<file path="config.mk">
export PLATFORM = sky130hd
export DESIGN_NAME = serin_chain_reader
export DESIGN_NICKNAME = d
export VERILOG_FILES = /design/src/rtl/serin_pkg.sv /design/src/rtl/serin_spi_rx.sv /design/src/rtl/serin_dev_qual.sv /design/src/rtl/serin_chain_reader.sv
export SDC_FILE = /design/constraint.sdc
export NUM_CORES = 1
export LEC_CHECK = 0
export ABC_AREA = 1
export CORE_AREA = 2 2 110 112
export CTS_CLUSTER_DIAMETER = 30
export DETAILED_ROUTE_END_ITERATION = 8
export DIE_AREA = 0 0 112 114
export GPL_ROUTABILITY_DRIVEN = 0
export PLACE_DENSITY = 0.75
export SYNTH_ARGS = -nofsm -noshare
export SYNTH_HDL_FRONTEND = slang
export SYNTH_SLANG_ARGS = --single-unit
</file>
<file path="constraint.sdc">
create_clock -name clk -period 1.8 [get_ports clk]
set_input_delay 0.36 -clock clk [delete_from_list [all_inputs] [get_ports clk]]
set_output_delay 0.36 -clock clk [all_outputs]
set_load 0.005 [all_outputs]
</file>
<file path="src/rtl/serin_pkg.sv">
// Package: shared types and the check-code function for the serializer
// readout controller. Assumes 8-bit input bytes and a 5-bit check code.
package serin_pkg;

    // Generator x^5+x^4+x^2+1 without the x^5 term
    localparam logic [4:0] CRC5_GEN = 5'h15;

    // Per-device decoded flags, captured at the end of a transfer
    typedef struct packed {
        logic crc;
        logic ot;
        logic uva;
        logic uvw;
        logic flt;
    } dev_flags_t;

    // Serial LFSR form of the check code, MSB first, zero start value
    function automatic logic [4:0] crc5_byte(input logic [7:0] data);
        logic [4:0] r;
        logic       fb;
        r = 5'd0;
        for (int b = 7; b >= 0; b--) begin
            fb = r[4] ^ data[b];
            r  = {r[3:0], 1'b0} ^ (fb ? CRC5_GEN : 5'd0);
        end
        return r;
    endfunction

endpackage

</file>
<file path="src/rtl/serin_spi_rx.sv">
// Receive-only SPI master, mode 0. Runs one transfer of nbytes bytes on a
// start pulse, holding chip select low, and stores byte p (p = 0 first
// received) at rx_bytes[8p+7:8p]. Assumes nbytes is 1..MAX_BYTES and that
// start is only honoured when idle (the caller gates it).
module serin_spi_rx #(
    parameter int MAX_BYTES = 6,
    parameter int CLK_DIV   = 2,
    localparam int BYTE_W   = $clog2(MAX_BYTES + 1),
    localparam int DIV_W    = (CLK_DIV > 1) ? $clog2(CLK_DIV) : 1
) (
    input  logic                   clk,
    input  logic                   rst_n,
    input  logic                   start,
    input  logic [BYTE_W-1:0]      nbytes,
    input  logic                   miso,
    output logic                   sclk,
    output logic                   cs_n,
    output logic                   busy,
    output logic                   done,
    output logic [MAX_BYTES*8-1:0] rx_bytes
);

    logic [DIV_W-1:0]  div_cnt;
    logic [2:0]        bit_cnt;
    logic [BYTE_W-1:0] byte_cnt;
    logic [BYTE_W-1:0] nbytes_q;
    logic [6:0]        shift_q;
    logic              sclk_q;
    logic              cs_n_q;
    logic              busy_q;
    logic              done_q;
    logic              half_end;
    logic              byte_fin;

    assign half_end = (div_cnt == DIV_W'(CLK_DIV - 1));
    assign byte_fin = busy_q && half_end && !sclk_q && (bit_cnt == 3'd7);

    // Transfer sequencer: clock divider, bit and byte counters, framing
    always_ff @(posedge clk) begin
        if (!rst_n) begin
            div_cnt  <= '0;
            bit_cnt  <= '0;
            byte_cnt <= '0;
            nbytes_q <= '0;
            shift_q  <= '0;
            sclk_q   <= 1'b0;
            cs_n_q   <= 1'b1;
            busy_q   <= 1'b0;
            done_q   <= 1'b0;
        end else begin
            done_q <= 1'b0;
            if (!busy_q) begin
                if (start) begin
                    busy_q   <= 1'b1;
                    cs_n_q   <= 1'b0;
                    sclk_q   <= 1'b0;
                    div_cnt  <= '0;
                    bit_cnt  <= '0;
                    byte_cnt <= '0;
                    nbytes_q <= nbytes;
                end
            end else if (half_end) begin
                div_cnt <= '0;
                if (!sclk_q) begin
                    sclk_q  <= 1'b1;
                    shift_q <= {shift_q[5:0], miso};
                end else begin
                    sclk_q <= 1'b0;
                    if (bit_cnt == 3'd7) begin
                        bit_cnt <= '0;
                        if (byte_cnt == nbytes_q - BYTE_W'(1)) begin
                            busy_q <= 1'b0;
                            cs_n_q <= 1'b1;
                            done_q <= 1'b1;
                        end else begin
                            byte_cnt <= byte_cnt + BYTE_W'(1);
                        end
                    end else begin
                        bit_cnt <= bit_cnt + 3'd1;
                    end
                end
            end else begin
                div_cnt <= div_cnt + DIV_W'(1);
            end
        end
    end

    // Byte store: writes each completed byte into its stream position
    always_ff @(posedge clk) begin
        if (!rst_n) begin
            rx_bytes <= '0;
        end else if (byte_fin) begin
            for (int p = 0; p < MAX_BYTES; p++) begin
                if (byte_cnt == BYTE_W'(p)) begin
                    rx_bytes[p*8 +: 8] <= {shift_q, miso};
                end
            end
        end
    end

    assign sclk = sclk_q;
    assign cs_n = cs_n_q;
    assign busy = busy_q;
    assign done = done_q;


    sclk_idle_chk: assert property (@(posedge clk) disable iff (!rst_n)
        cs_n_q |-> !sclk_q);


    done_frame_chk: assert property (@(posedge clk) disable iff (!rst_n)
        done_q |-> (cs_n_q && !$past(cs_n_q)));

endmodule

</file>
<file path="src/rtl/serin_dev_qual.sv">
// Per-device qualifier: decodes one device's input and status bytes,
// checks the 5-bit code, and captures flags and the healthy verdict when
// capture is high. Assumes in_byte, st_byte and fault_pin are stable in
// the capture cycle; st_byte is ignored when mode16 is 0.
module serin_dev_qual
    import serin_pkg::*;
(
    input  logic       clk,
    input  logic       rst_n,
    input  logic       capture,
    input  logic       mode16,
    input  logic       ign,
    input  logic [7:0] in_byte,
    input  logic [7:0] st_byte,
    input  logic       fault_pin,
    output logic [7:0] in_q,
    output dev_flags_t flags_q,
    output logic       ok_q
);

    dev_flags_t flags_d;
    logic       ok_d;

    // Decode of status bits and check code for the current stream
    always_comb begin
        flags_d.crc = mode16 && (st_byte[7:3] != crc5_byte(in_byte));
        flags_d.ot  = mode16 && st_byte[1];
        flags_d.uva = mode16 && !st_byte[2];
        flags_d.uvw = mode16 && !st_byte[0];
        flags_d.flt = fault_pin;
        ok_d = !((!ign && fault_pin) || flags_d.crc || flags_d.ot ||
                 (!ign && flags_d.uva));
    end

    // Result registers, loaded only at the end of a transfer
    always_ff @(posedge clk) begin
        if (!rst_n) begin
            in_q    <= '0;
            flags_q <= '0;
            ok_q    <= 1'b0;
        end else if (capture) begin
            in_q    <= in_byte;
            flags_q <= flags_d;
            ok_q    <= ok_d;
        end
    end


    eightbit_flags_chk: assert property (@(posedge clk) disable iff (!rst_n)
        (capture && !mode16) |=> (!flags_q.crc && !flags_q.ot &&
                                  !flags_q.uva && !flags_q.uvw));


    fault_pin_chk: assert property (@(posedge clk) disable iff (!rst_n)
        (capture && fault_pin && !ign) |=> !ok_q);


    overtemp_block_chk: assert property (@(posedge clk) disable iff (!rst_n)
        (capture && mode16 && st_byte[1]) |=> !ok_q);


    result_hold_chk: assert property (@(posedge clk) disable iff (!rst_n)
        !capture |=> ($stable(ok_q) && $stable(in_q) && $stable(flags_q)));

endmodule

</file>
<file path="src/rtl/serin_chain_reader.sv">
// Top: readout controller for a daisy chain of N_DEV input serializers.
// Starts a transfer on rd_req when idle, latches the mode and the
// undervoltage option, splits the stream per device, qualifies each
// device and serves single-bit reads by global index. Assumes the chain
// shifts out device 0's bytes first and fault pins are high-active.
module serin_chain_reader
    import serin_pkg::*;
#(
    parameter int N_DEV        = 3,
    parameter int CLK_DIV      = 2,
    parameter bit SHARED_FAULT = 1'b0,
    localparam int MAX_BYTES   = 2 * N_DEV,
    localparam int BYTE_W      = $clog2(MAX_BYTES + 1),
    localparam int TOTAL       = N_DEV * 8,
    localparam int IDX_W       = $clog2(TOTAL),
    localparam int FLT_W       = SHARED_FAULT ? 1 : N_DEV
) (
    input  logic               clk,
    input  logic               rst_n,
    input  logic               rd_req,
    input  logic               mode16,
    input  logic               ignore_uv,
    input  logic [FLT_W-1:0]   fault_in,
    input  logic               miso,
    input  logic [IDX_W-1:0]   sel_idx,
    output logic               spi_sclk,
    output logic               spi_cs_n,
    output logic               busy,
    output logic               done,
    output logic [TOTAL-1:0]   in_bits,
    output logic [N_DEV-1:0]   dev_ok,
    output logic [N_DEV-1:0]   crc_err,
    output logic [N_DEV-1:0]   overtemp,
    output logic [N_DEV-1:0]   uv_alarm,
    output logic [N_DEV-1:0]   uv_warn,
    output logic [N_DEV-1:0]   fault_seen,
    output logic               sel_bit,
    output logic               sel_ok
);

    logic                   start;
    logic                   mode_q;
    logic                   ign_q;
    logic [BYTE_W-1:0]      nbytes;
    logic [MAX_BYTES*8-1:0] rx_bytes;
    logic [N_DEV-1:0]       pin_vec;
    logic [7:0]             in_w [N_DEV];
    dev_flags_t             flags_w [N_DEV];
    logic [N_DEV-1:0]       ok_w;

    assign start  = rd_req && !busy;
    assign nbytes = mode16 ? BYTE_W'(2 * N_DEV) : BYTE_W'(N_DEV);

    // Configuration latch: mode and option are frozen per transfer
    always_ff @(posedge clk) begin
        if (!rst_n) begin
            mode_q <= 1'b0;
            ign_q  <= 1'b0;
        end else if (start) begin
            mode_q <= mode16;
            ign_q  <= ignore_uv;
        end
    end

    serin_spi_rx #(
        .MAX_BYTES (MAX_BYTES),
        .CLK_DIV   (CLK_DIV)
    ) spi_i (
        .clk      (clk),
        .rst_n    (rst_n),
        .start    (start),
        .nbytes   (nbytes),
        .miso     (miso),
        .sclk     (spi_sclk),
        .cs_n     (spi_cs_n),
        .busy     (busy),
        .done     (done),
        .rx_bytes (rx_bytes)
    );

    // Fault pin fan-out: one shared pin or one pin per device
    generate
        if (SHARED_FAULT) begin : g_shared_pin
            assign pin_vec = {N_DEV{fault_in[0]}};
        end else begin : g_per_dev_pin
            assign pin_vec = fault_in;
        end
    endgenerate

    // One qualifier per device, fed from its stream positions
    generate
        for (genvar i = 0; i < N_DEV; i++) begin : g_dev
            logic [7:0] in_sel;
            assign in_sel = mode_q ? rx_bytes[(2*i)*8 +: 8] : rx_bytes[i*8 +: 8];

            serin_dev_qual qual_i (
                .clk       (clk),
                .rst_n     (rst_n),
                .capture   (done),
                .mode16    (mode_q),
                .ign       (ign_q),
                .in_byte   (in_sel),
                .st_byte   (rx_bytes[(2*i+1)*8 +: 8]),
                .fault_pin (pin_vec[i]),
                .in_q      (in_w[i]),
                .flags_q   (flags_w[i]),
                .ok_q      (ok_w[i])
            );

            assign in_bits[i*8 +: 8] = in_w[i];
            assign crc_err[i]        = flags_w[i].crc;
            assign overtemp[i]       = flags_w[i].ot;
            assign uv_alarm[i]       = flags_w[i].uva;
            assign uv_warn[i]        = flags_w[i].uvw;
            assign fault_seen[i]     = flags_w[i].flt;
        end
    endgenerate

    assign dev_ok = ok_w;

    // Read port: picks device k/8, bit k%8, masked by the verdict
    always_comb begin
        sel_bit = 1'b0;
        sel_ok  = 1'b0;
        for (int d = 0; d < N_DEV; d++) begin
            if ((int'(sel_idx) >> 3) == d) begin
                sel_ok  = ok_w[d];
                sel_bit = ok_w[d] && in_w[d][sel_idx[2:0]];
            end
        end
    end


    cfg_frozen_chk: assert property (@(posedge clk) disable iff (!rst_n)
        (busy && rd_req) |=> ($stable(mode_q) && $stable(ign_q)));


    masked_bit_chk: assert property (@(posedge clk) disable iff (!rst_n)
        !sel_ok |-> !sel_bit);


    index_range_chk: assert property (@(posedge clk) disable iff (!rst_n)
        (int'(sel_idx) >= TOTAL) |-> !sel_ok);

endmodule

</file>
# After elaboration in Yosys (flattened, before gate mapping)
# Cells that the tools add are included.
totals:
  reg_bits: 113
  output_inout_bits: 48
classes:
  n_addsub: 4
  bitwise_logic: 44
  n_reduce_logical: 62
  mux: 67
  eq_ne: 17
  magnitude_cmp: 1
ops:
  columns: ["operator", "n"]
  rows:
  - ["5-bit 2-to-1 mux", 24]
  - ["5-bit bitwise XOR", 21]
  - ["3-bit 2-to-1 mux", 11]
  - ["32-bit zero test", 1]
  - ["1-bit 2-to-1 mux", 27]
  - ["1-bit logical AND", 25]
  - ["1-bit bitwise XOR", 21]
  - ["8-bit 2-to-1 mux", 2]
  - ["2-bit AND reduction", 8]
  - ["5-bit inequality test", 3]
  - ["5-bit AND reduction", 3]
  - ["1-bit zero test", 12]
  - ["1-bit binary-select mux with 3-bit select", 3]
  - ["3-bit == test (second input constant)", 3]
  - ["1-bit logical OR", 9]
  - ["3-bit by 1-bit adder with 3-bit output (second input constant)", 2]
  - ["3-bit by 2-bit == test with 1-bit output (second input constant)", 2]
  - ["2-bit inequality test (second input constant)", 3]
  - ["3-bit AND reduction", 2]
  - ["2-bit == test (second input constant)", 2]
  - ["3-bit by 4-bit less-than comparator with 1-bit output (second input constant)", 1]
  - ["2-bit by 1-bit inequality test with 1-bit output (second input constant)", 2]
  - ["3-bit by 1-bit == test with 1-bit output (second input constant)", 1]
  - ["3-bit == test", 1]
  - ["other kinds (5)", 6]

# Logic depth before layout (Yosys ltp)
# Gate-level depths: netlist (run 1).
depth:
  word_depth: 29
  depth_mapped: 20
  mapped_depth_nobuf: 19

# Hierarchy
# From an unflattened synthesis (run 1), not the netlist that was laid out.
unflattened:
  hier_cells: 859
  hier_area_um2: 6053.3
modules_own_cells:
  columns: ["module", "area_each_um2", "instances", "cells_per_inst"]
  rows:
  - ["serin_spi_rx", 2757.6, 1, 342]
  - ["serin_dev_qual", 895.9, 3, 128]
  - ["serin_chain_reader", 608.1, 1, 133]

# Worst setup path before layout (run 1)
# No wires, ideal clock.
synth_timing:
  path_type: "register to register"
  from: "register, netlist name spi_i.nbytes_q[2]"
  to: "register g_dev[2].qual_i.ok_q"
  path_buffers: 3
  arrival_ps: 1830
  period_less_slack_ps: 1897
  required_time_ps: 1733
  path_stages_with_launch: 15
  setup_slack_ps: -97
  cell_sequence: "dfxtp_1 > buf_6 > buf_8 > buf_8 > o21ai_4 > xor2_2 > inv_2 > nand2_1 > nand2_1 > or2_0 > a21oi_1 > nand2_1 > nand2_1 > nand2_1 > a21oi_2"
synth_lines:
  columns: ["item", "line", "rtl"]
  rows:
  - ["end signal: assignment", "serin_dev_qual.sv:44", "ok_q <= ok_d;"]
  - ["end: declaration", "serin_dev_qual.sv:18", "output logic ok_q"]

==> flow_metrics.env, run 1 <==
export IMPL_wl_mm=17.3
export IMPL_yosysTopAreaCell="dfxtp_1"
export IMPL_total_power_mw=5.13
export IMPL_grt_max_degree=87
export IMPL_firstDrtPassIters=5
export IMPL_grt_ovfl_total=0
export IMPL_grtUsageMet2=0.437
export IMPL_ys_warn_count=0
export IMPL_yosys_top_cells_area="dfxtp_1 39%, nand2_1 11%, o21ai_0 9.0%"
export IMPL_synth_fp_nets=856
export IMPL_clk_latency_ns=0.35
export IMPL_min_to="spi_i.rx_bytes[26]$_SDFFE_PN0P_"
export IMPL_ctsHoldBuffers=0
export IMPL_num_vias=5973
export IMPL_worstHoldPathCells=2
export IMPL_hold_viol_final=0
export IMPL_worst_path_largest_cell_delay_ns=0.46
export IMPL_critPathRequiredTime_ns=2.09
export IMPL_dp_hpwl_mm=11.7
export IMPL_grt_pass1_wl_mm=26.2
export IMPL_regArea_um2=2270
export IMPL_gr_max_usage_layer="met2"
export IMPL_setup_viol=9
export IMPL_worst_setup_path_end_kind="flop"
export IMPL_boundaryPins=62
export IMPL_slew_headroom=0.660
export IMPL_nets=990
export IMPL_fin_util=0.675
export IMPL_rrSetupSlack_ns=-0.36
export IMPL_power_density_nw_per_um2=649
export IMPL_hold_path_class="reg -> reg"
export IMPL_grt_pass1_vias=5544
export IMPL_cts_inserted_buffers=9
export IMPL_root_buffer="clkbuf_16"
export IMPL_reg2reg_from="spi_i.nbytes_q[2]$_SDFFE_PN0P_"
export IMPL_finClkSkew_ns=0.00835
export IMPL_via_per_inst=5.33
export IMPL_crit_slowest_cell="dfxtp_4"
export IMPL_synthCells=834
export IMPL_place_area_um2=7040
export IMPL_yosysSeqAreaShare=0.391
export IMPL_status="complete, but fails checks"
export IMPL_worstMarginPinSlew_ns=0.510
export IMPL_cpMostUsedCell="nand2_2"
export IMPL_ir_drop_mv=0.672
export IMPL_cap_violations=0
export IMPL_post_drt_wl_per_cell_um=15.5
export IMPL_grt_antenna_before_repair=1
export IMPL_port_buffers=61
export IMPL_cts_tree="yes"
export IMPL_worstPathArrival_ns=2.45
export IMPL_met3_usage=0.0627
export IMPL_drc_errors=0
export IMPL_avgSynthCellArea_um2=6.87
export IMPL_power_leakage_nw=3.52
export IMPL_ys_types=41
export IMPL_netlist_area_um2=5730
export IMPL_grtUsageMet1=0.315
export IMPL_fp_dieH_um=114
export IMPL_criticalPathCategory="reg -> reg"
export IMPL_worstHoldStart="spi_i.rx_bytes[26]$_SDFFE_PN0P_"
export IMPL_fp_row_count=40
export IMPL_worst_r2r_endpoint="g_dev[2].qual_i.ok_q$_SDFFE_PN0P_"
export IMPL_startpoint_type="flop"
export IMPL_area_growth_pct=37.9
export IMPL_layout_drive_gt1_share=0.255
export IMPL_synth_top_cell_area_share=0.391
export IMPL_crit_chain="clkbuf_16 > buf_6 > nand2_1 > o21ai_4 > xor2_4 > inv_2 > nand2_2 > nand2_2 > or2_1 > a21oi_2 > nand2_2 > nand2_2 > nand2_1 > a21oi_2"
export IMPL_ys_ff_latch=112
export IMPL_cp_max_fo=8
export IMPL_multi_input_area_um2=3330
export IMPL_post_route_period_util=1.20
export IMPL_initial_core_util=0.490
export IMPL_core_um2=11700
export IMPL_clk_pin_slew_ns=0.07
export IMPL_rsz0062_at_grt="true"
export IMPL_final_area_um2=7910
export IMPL_die_area_um2=12800
export IMPL_setup_ws_ns=-0.360
export IMPL_fmax_mhz=463
export IMPL_fillers=961
export IMPL_drt_antenna_violating_nets=0
export IMPL_clock_path_buffers=2
export IMPL_grt_usage=0.256
export IMPL_ff2ff_path_depth=14
export IMPL_htreeDepth=3
export IMPL_dr_first_iter_drc_count=553
export IMPL_fp_dieW_um=112
export IMPL_finalCriticalPeriod_ns=2.16
export IMPL_final_max_slew_viol_count=0
export IMPL_cts_sinks=112
export IMPL_violations="setup timing"
==> worst max-delay path: cells and delay by family (launching register included) <==
family | cells | cell delay (ns)
xor+xnor | 1 | 0.21
buf+inv | 3 | 0.37
flops | 1 | 0.46
simple gates | 7 | 0.67
compound gates | 3 | 0.37
==> cell families (layout without fill, tap and decap cells) <==
| logic type | after synthesis | after routing | share of synthesized area |
|---|---|---|---|
| and+or+nand+nor | 347 | 347 | 0.253 |
| xor gates and xnor gates | 19 | 19 | 0.0378 |
| adders and majority gates | 8 | 8 | 0.0175 |
| AOI/OAI and AO/OA | 210 | 210 | 0.200 |
| DFF | 112 | 112 | 0.391 |
| buffers and inverters | 138 | 277 | 0.101 |
| other | 0 | 1 | 0 |
==> area by class of cell <==
cell class | count | area share
diodes | 1 | 0.000316
clock buffers | 9 | 0.0285
clock inverters | 7 | 0.0103
inverters | 101 | 0.0486
multi-input cells | 584 | 0.421
flip-flops and latches | 112 | 0.287
well taps | 147 | 0.0233
repair buffers | 159 | 0.180
repair inverters | 1 | 0.000949
==> how the worst max path moves through the flow <==
stage / startpoint / to / slack, ns / depth (start not counted)
2_1_floorplan: spi_i.nbytes_q[2]$_SDFFE_PN0P_ / g_dev[2].qual_i.ok_q$_SDFFE_PN0P_ / -0.08 / 15
3_3_place_gp: sel_idx[0] / sel_bit / -0.79 / 9
3_5_place_dp: sel_idx[0] / sel_bit / -0.80 / 9
4_1_cts: spi_i.nbytes_q[2]$_SDFFE_PN0P_ / g_dev[2].qual_i.ok_q$_SDFFE_PN0P_ / -0.32 / 13
5_1_grt: spi_i.nbytes_q[2]$_SDFFE_PN0P_ / g_dev[2].qual_i.ok_q$_SDFFE_PN0P_ / -0.53 / 15
6_report: spi_i.nbytes_q[2]$_SDFFE_PN0P_ / g_dev[2].qual_i.ok_q$_SDFFE_PN0P_ / -0.36 / 14
==> where the power goes <==
part / total (mW) / internal [mW] / switching (mW)
Clock: 2.05 / 1.10 / 0.952
Sequential: 2.53 / 2.49 / 0.0385
Combinational: 0.550 / 0.224 / 0.326
Total: 5.13 / 3.82 / 1.32
==> sequential cells by signal, summed over array words and instances, names as in the netlist <==
signal and cells:
g_dev.qual_i.flags_q 15, g_dev.qual_i.in_q 24, g_dev.qual_i.ok_q 3, ign_q 1
spi_i.bit_cnt 3, spi_i.busy 1, spi_i.byte_cnt 3, spi_i.cs_n 1
spi_i.div_cnt 1, spi_i.done 1, spi_i.nbytes_q 3, spi_i.rx_bytes 48
spi_i.sclk 1, spi_i.shift_q 7
==> per-layer routing <==
layer,part of all wire,wire (um)
met5,0,0
met4,0.034,583
met3,0.069,1200
met2,0.48,8400
met1,0.41,7170
==> cells in the final DEF, fill, tap and decap left out, types with 7 or more instances in the layout <==
cell,instances
clkdlybuf4s50_1,56
o21ai_0,97
inv_1,87
clkbuf_16,10
nor2_1,93
nand2_2,42
buf_4,85
a21oi_1,70
a21oi_2,9
nand2_1,121
buf_6,8
dfxtp_1,99
o21ai_1,7
dfxtp_2,9
inv_2,11
nand3_2,16
nand2_4,9
nand3_1,47
==> Yosys cell counts, drive strengths merged <==
cell,number
o21ai,113
or2,4
inv,100
nand3,64
nand4,1
buf,12
clkbuf,25
a21boi,2
o22ai,3
ha,8
xor2,10
o21a,3
xnor3,2
o211ai,5
dfxtp,112
nor2,97
o311ai,1
clkinv,1
xnor2,7
nor3,3
a211oi,4
nand2,172
a21oi,79
nand3b,6
==> per-stage QoR <==
stage,setup TNS [ns],worst slack [ns],hold WS (ns),instances
floorplan,-0.186,-0.0793,0.429,834
global placement,-2.97,-0.793,0.441,1092
detailed placement,-3.10,-0.800,0.445,1092
CTS,-1.57,-0.325,0.457,1111
global route,-3.29,-0.526,0.481,1120
finish,-1.69,-0.360,0.460,1121
==> repair_timing <==
item                                    in CTS  in global routing
resized for setup                           48                104
endpoints found under the setup margin      12                 34
setup buffers                                3                  7
pin swaps                                   10                 41
cloned                                       0                  2
Power figures use the tool's default switching activity.
==> run 2: changes to the inputs <==
Settings changed: GPL_TIMING_DRIVEN set to 0.
==> run 2 against run 1 <==
The flow still finishes with violations (setup timing). Clock skew is essentially flat. First-iteration DRC count grew 7.4%. Die area is the same. Sequential share of layout area grew 0.63 points. Non-clock buffer count shrank 24.
==> flow_metrics.env, run 2 (same netlist as run 1, synthesis figures left out) <==
export IMPL_violations="setup timing"
export IMPL_rsz0062_at_grt="true"
export IMPL_pre_cts_ws_ns=-1.30
export IMPL_final_area_um2=7710
export IMPL_dp_hpwl_mm=12.4
export IMPL_area_growth_pct=34.4
export IMPL_post_route_period_util=1.24
export IMPL_total_power_mw=5.54
export IMPL_grt_pass1_vias=5542
export IMPL_cp_max_fo=7
export IMPL_ir_drop_mv=0.860
export IMPL_core_um2=11700
export IMPL_slew_headroom=0.633
export IMPL_tns_ns=-2.75
export IMPL_worst_path_largest_cell_delay_ns=0.33
export IMPL_holdWs_ns=0.450
export IMPL_hold_viol_final=0
export IMPL_cts_tree="yes"
export IMPL_status="complete, but fails checks"
export IMPL_crit_family="simple AND/OR/NAND/NOR gates"
export IMPL_wl_met3_mm=1.20
export IMPL_worstMarginPinSlew_ns=0.550
export IMPL_fp_dieW_um=112
export IMPL_worst_setup_path_end_kind="flop"
export IMPL_grt_antenna_before_repair=0
export IMPL_cts_sinks=112
export IMPL_num_vias=6025
export IMPL_num_antenna_cells=0
export IMPL_grt_max_degree=20
export IMPL_layout_cells_non_filler=1095
export IMPL_setup_viol=13
export IMPL_worstHoldPathCells=1
export IMPL_via_per_inst=5.50
export IMPL_regMostFlops="spi_i.rx_bytes"
export IMPL_crit_slowest_cell="dfxtp_2"
export IMPL_finClkSkew_ns=0.00827
export IMPL_drt_antenna_violating_nets=0
export IMPL_fp_dieH_um=114
export IMPL_critPathRequiredTime_ns=2.10
export IMPL_worstHoldStart="spi_i.bit_cnt[0]$_SDFFE_PN0P_"
export IMPL_wl_mm=17.8
export IMPL_critPathBufInv=2
export IMPL_nets=965
export IMPL_grt_pass1_wl_mm=27.4
export IMPL_power_leakage_nw=3.38
export IMPL_grt_ovfl_total=0
export IMPL_cap_violations=0
export IMPL_fmax_mhz=450
export IMPL_clock_path_buffers=2
export IMPL_final_max_slew_viol_count=0
export IMPL_drc_errors=0
export IMPL_initial_core_util=0.490
export IMPL_place_area_um2=6550
export IMPL_path_depth=14
export IMPL_highest_layer="met4"
export IMPL_boundaryPins=62
export IMPL_ff2ff_path_depth=14
export IMPL_root_buffer="clkbuf_16"
export IMPL_largest_reg_flops=48
export IMPL_grt_usage=0.273
export IMPL_hold_path_class="reg -> reg"
export IMPL_fp_row_count=40
export IMPL_placedCellCount=1042
export IMPL_reg2reg_from="spi_i.nbytes_q[2]$_SDFFE_PN0P_"
export IMPL_port_buffers=61
export IMPL_cpMostUsedCell="nand2_1"
export IMPL_cts_inserted_buffers=9
export IMPL_wl_met2_mm=8.47
export IMPL_dr_first_iter_drc_count=594
export IMPL_firstDrtPassIters=7
export IMPL_layout_drive_gt1_share=0.219
export IMPL_crit_chain="buf_12 > buf_4 > o21ai_4 > xor2_2 > or2_1 > nand2_1 > nand2_1 > nand2_1 > or2_0 > a21oi_1 > nand2_1 > nand2_1 > nand2_1 > a21oi_2"
export IMPL_post_drt_wl_per_cell_um=16.3
export IMPL_mostFrequentLayoutCells="128 x nand2_1, 102 x dfxtp_1, 89 x nor2_1, 88 x inv_1, 84 x o21ai_0"
export IMPL_die_area_um2=12800
export IMPL_clk_latency_ns=0.36
export IMPL_ctsHoldBuffers=0
export IMPL_power_density_nw_per_um2=718
export IMPL_worstPathArrival_ns=2.52
export IMPL_critPathLaunch="spi_i.nbytes_q[2]$_SDFFE_PN0P_"
export IMPL_clk_pin_slew_ns=0.08
export IMPL_wl_met1_mm=7.57
export IMPL_layout_commonest_cell="nand2_1"
export IMPL_htreeDepth=3
export IMPL_criticalPathCategory="reg -> reg"
export IMPL_finalCriticalPeriod_ns=2.22
export IMPL_startpoint_type="flop"
export IMPL_largestRegisters="spi_i.rx_bytes (48), g_dev.qual_i.in_q (24), g_dev.qual_i.flags_q (15)"
export IMPL_fin_util=0.658
export IMPL_setup_ws_ns=-0.424
[run 2: cell types whose count changed in the layout (fill, tap and decap cells not counted), moves of 5 or more]
cell / previous run / this run
buf_4: 85 / 40
o21ai_0: 97 / 84
clkbuf_1: 0 / 10
clkbuf_2: 1 / 10
nand2_2: 42 / 34
nand2_1: 121 / 128
buf_6: 8 / 2
o21ai_1: 7 / 13
o21ai_2: 4 / 9
[run 2: area by class of cell]
| cell class | instances | area [um2] |
|---|---|---|
| timing repair buffer | 99 | 915 |
| inverter | 101 | 390 |
| buffer | 36 | 267 |
| fill | 1025 | 4000 |
| clock inverter | 7 | 126 |
| tap | 147 | 184 |
| multi-input combinational | 584 | 3340 |
| clock buffer | 9 | 225 |
| sequential | 112 | 2260 |
[run 2: worst register-to-register path, delay by kind of cell, from the launching register on]
| kind | cells | cell delay [ns] |
|---|---|---|
| buffers and inverters | 2 | 0.29 |
| and+or+nand+nor | 8 | 0.83 |
| DFF | 1 | 0.33 |
| AOI/OAI and AO/OA | 3 | 0.48 |
| xor gates and xnor gates | 1 | 0.21 |
[run 2: final timing paths]
path	to	slack, ns
worst max-delay path	g_dev[2].qual_i.ok_q$_SDFFE_PN0P_	-0.42
worst min register to register	spi_i.bit_cnt[0]$_SDFFE_PN0P_	0.45
worst max register to register	g_dev[2].qual_i.ok_q$_SDFFE_PN0P_	-0.42
worst min-delay path	spi_i.bit_cnt[0]$_SDFFE_PN0P_	0.45
[run 2: power by group]
part	internal (mW)	switching [mW]	total (mW)
clock network	1.38	0.986	2.37
registers	2.50	0.0327	2.53
logic	0.262	0.377	0.639
[run 2: what timing repair did]
action                                  4_1_cts  5_1_grt
endpoints found under the setup margin       75       70
buffers inserted                             28        9
gates resized for setup                      95      105
cloned                                        1        0
pin swaps                                    40       26
[run 2: layer usage]
metal  up-vias  GRT usage
met5         -          0
met4         0      0.101
met3        41     0.0654
met2       238      0.453
met1      2828      0.348
li1       2918          -
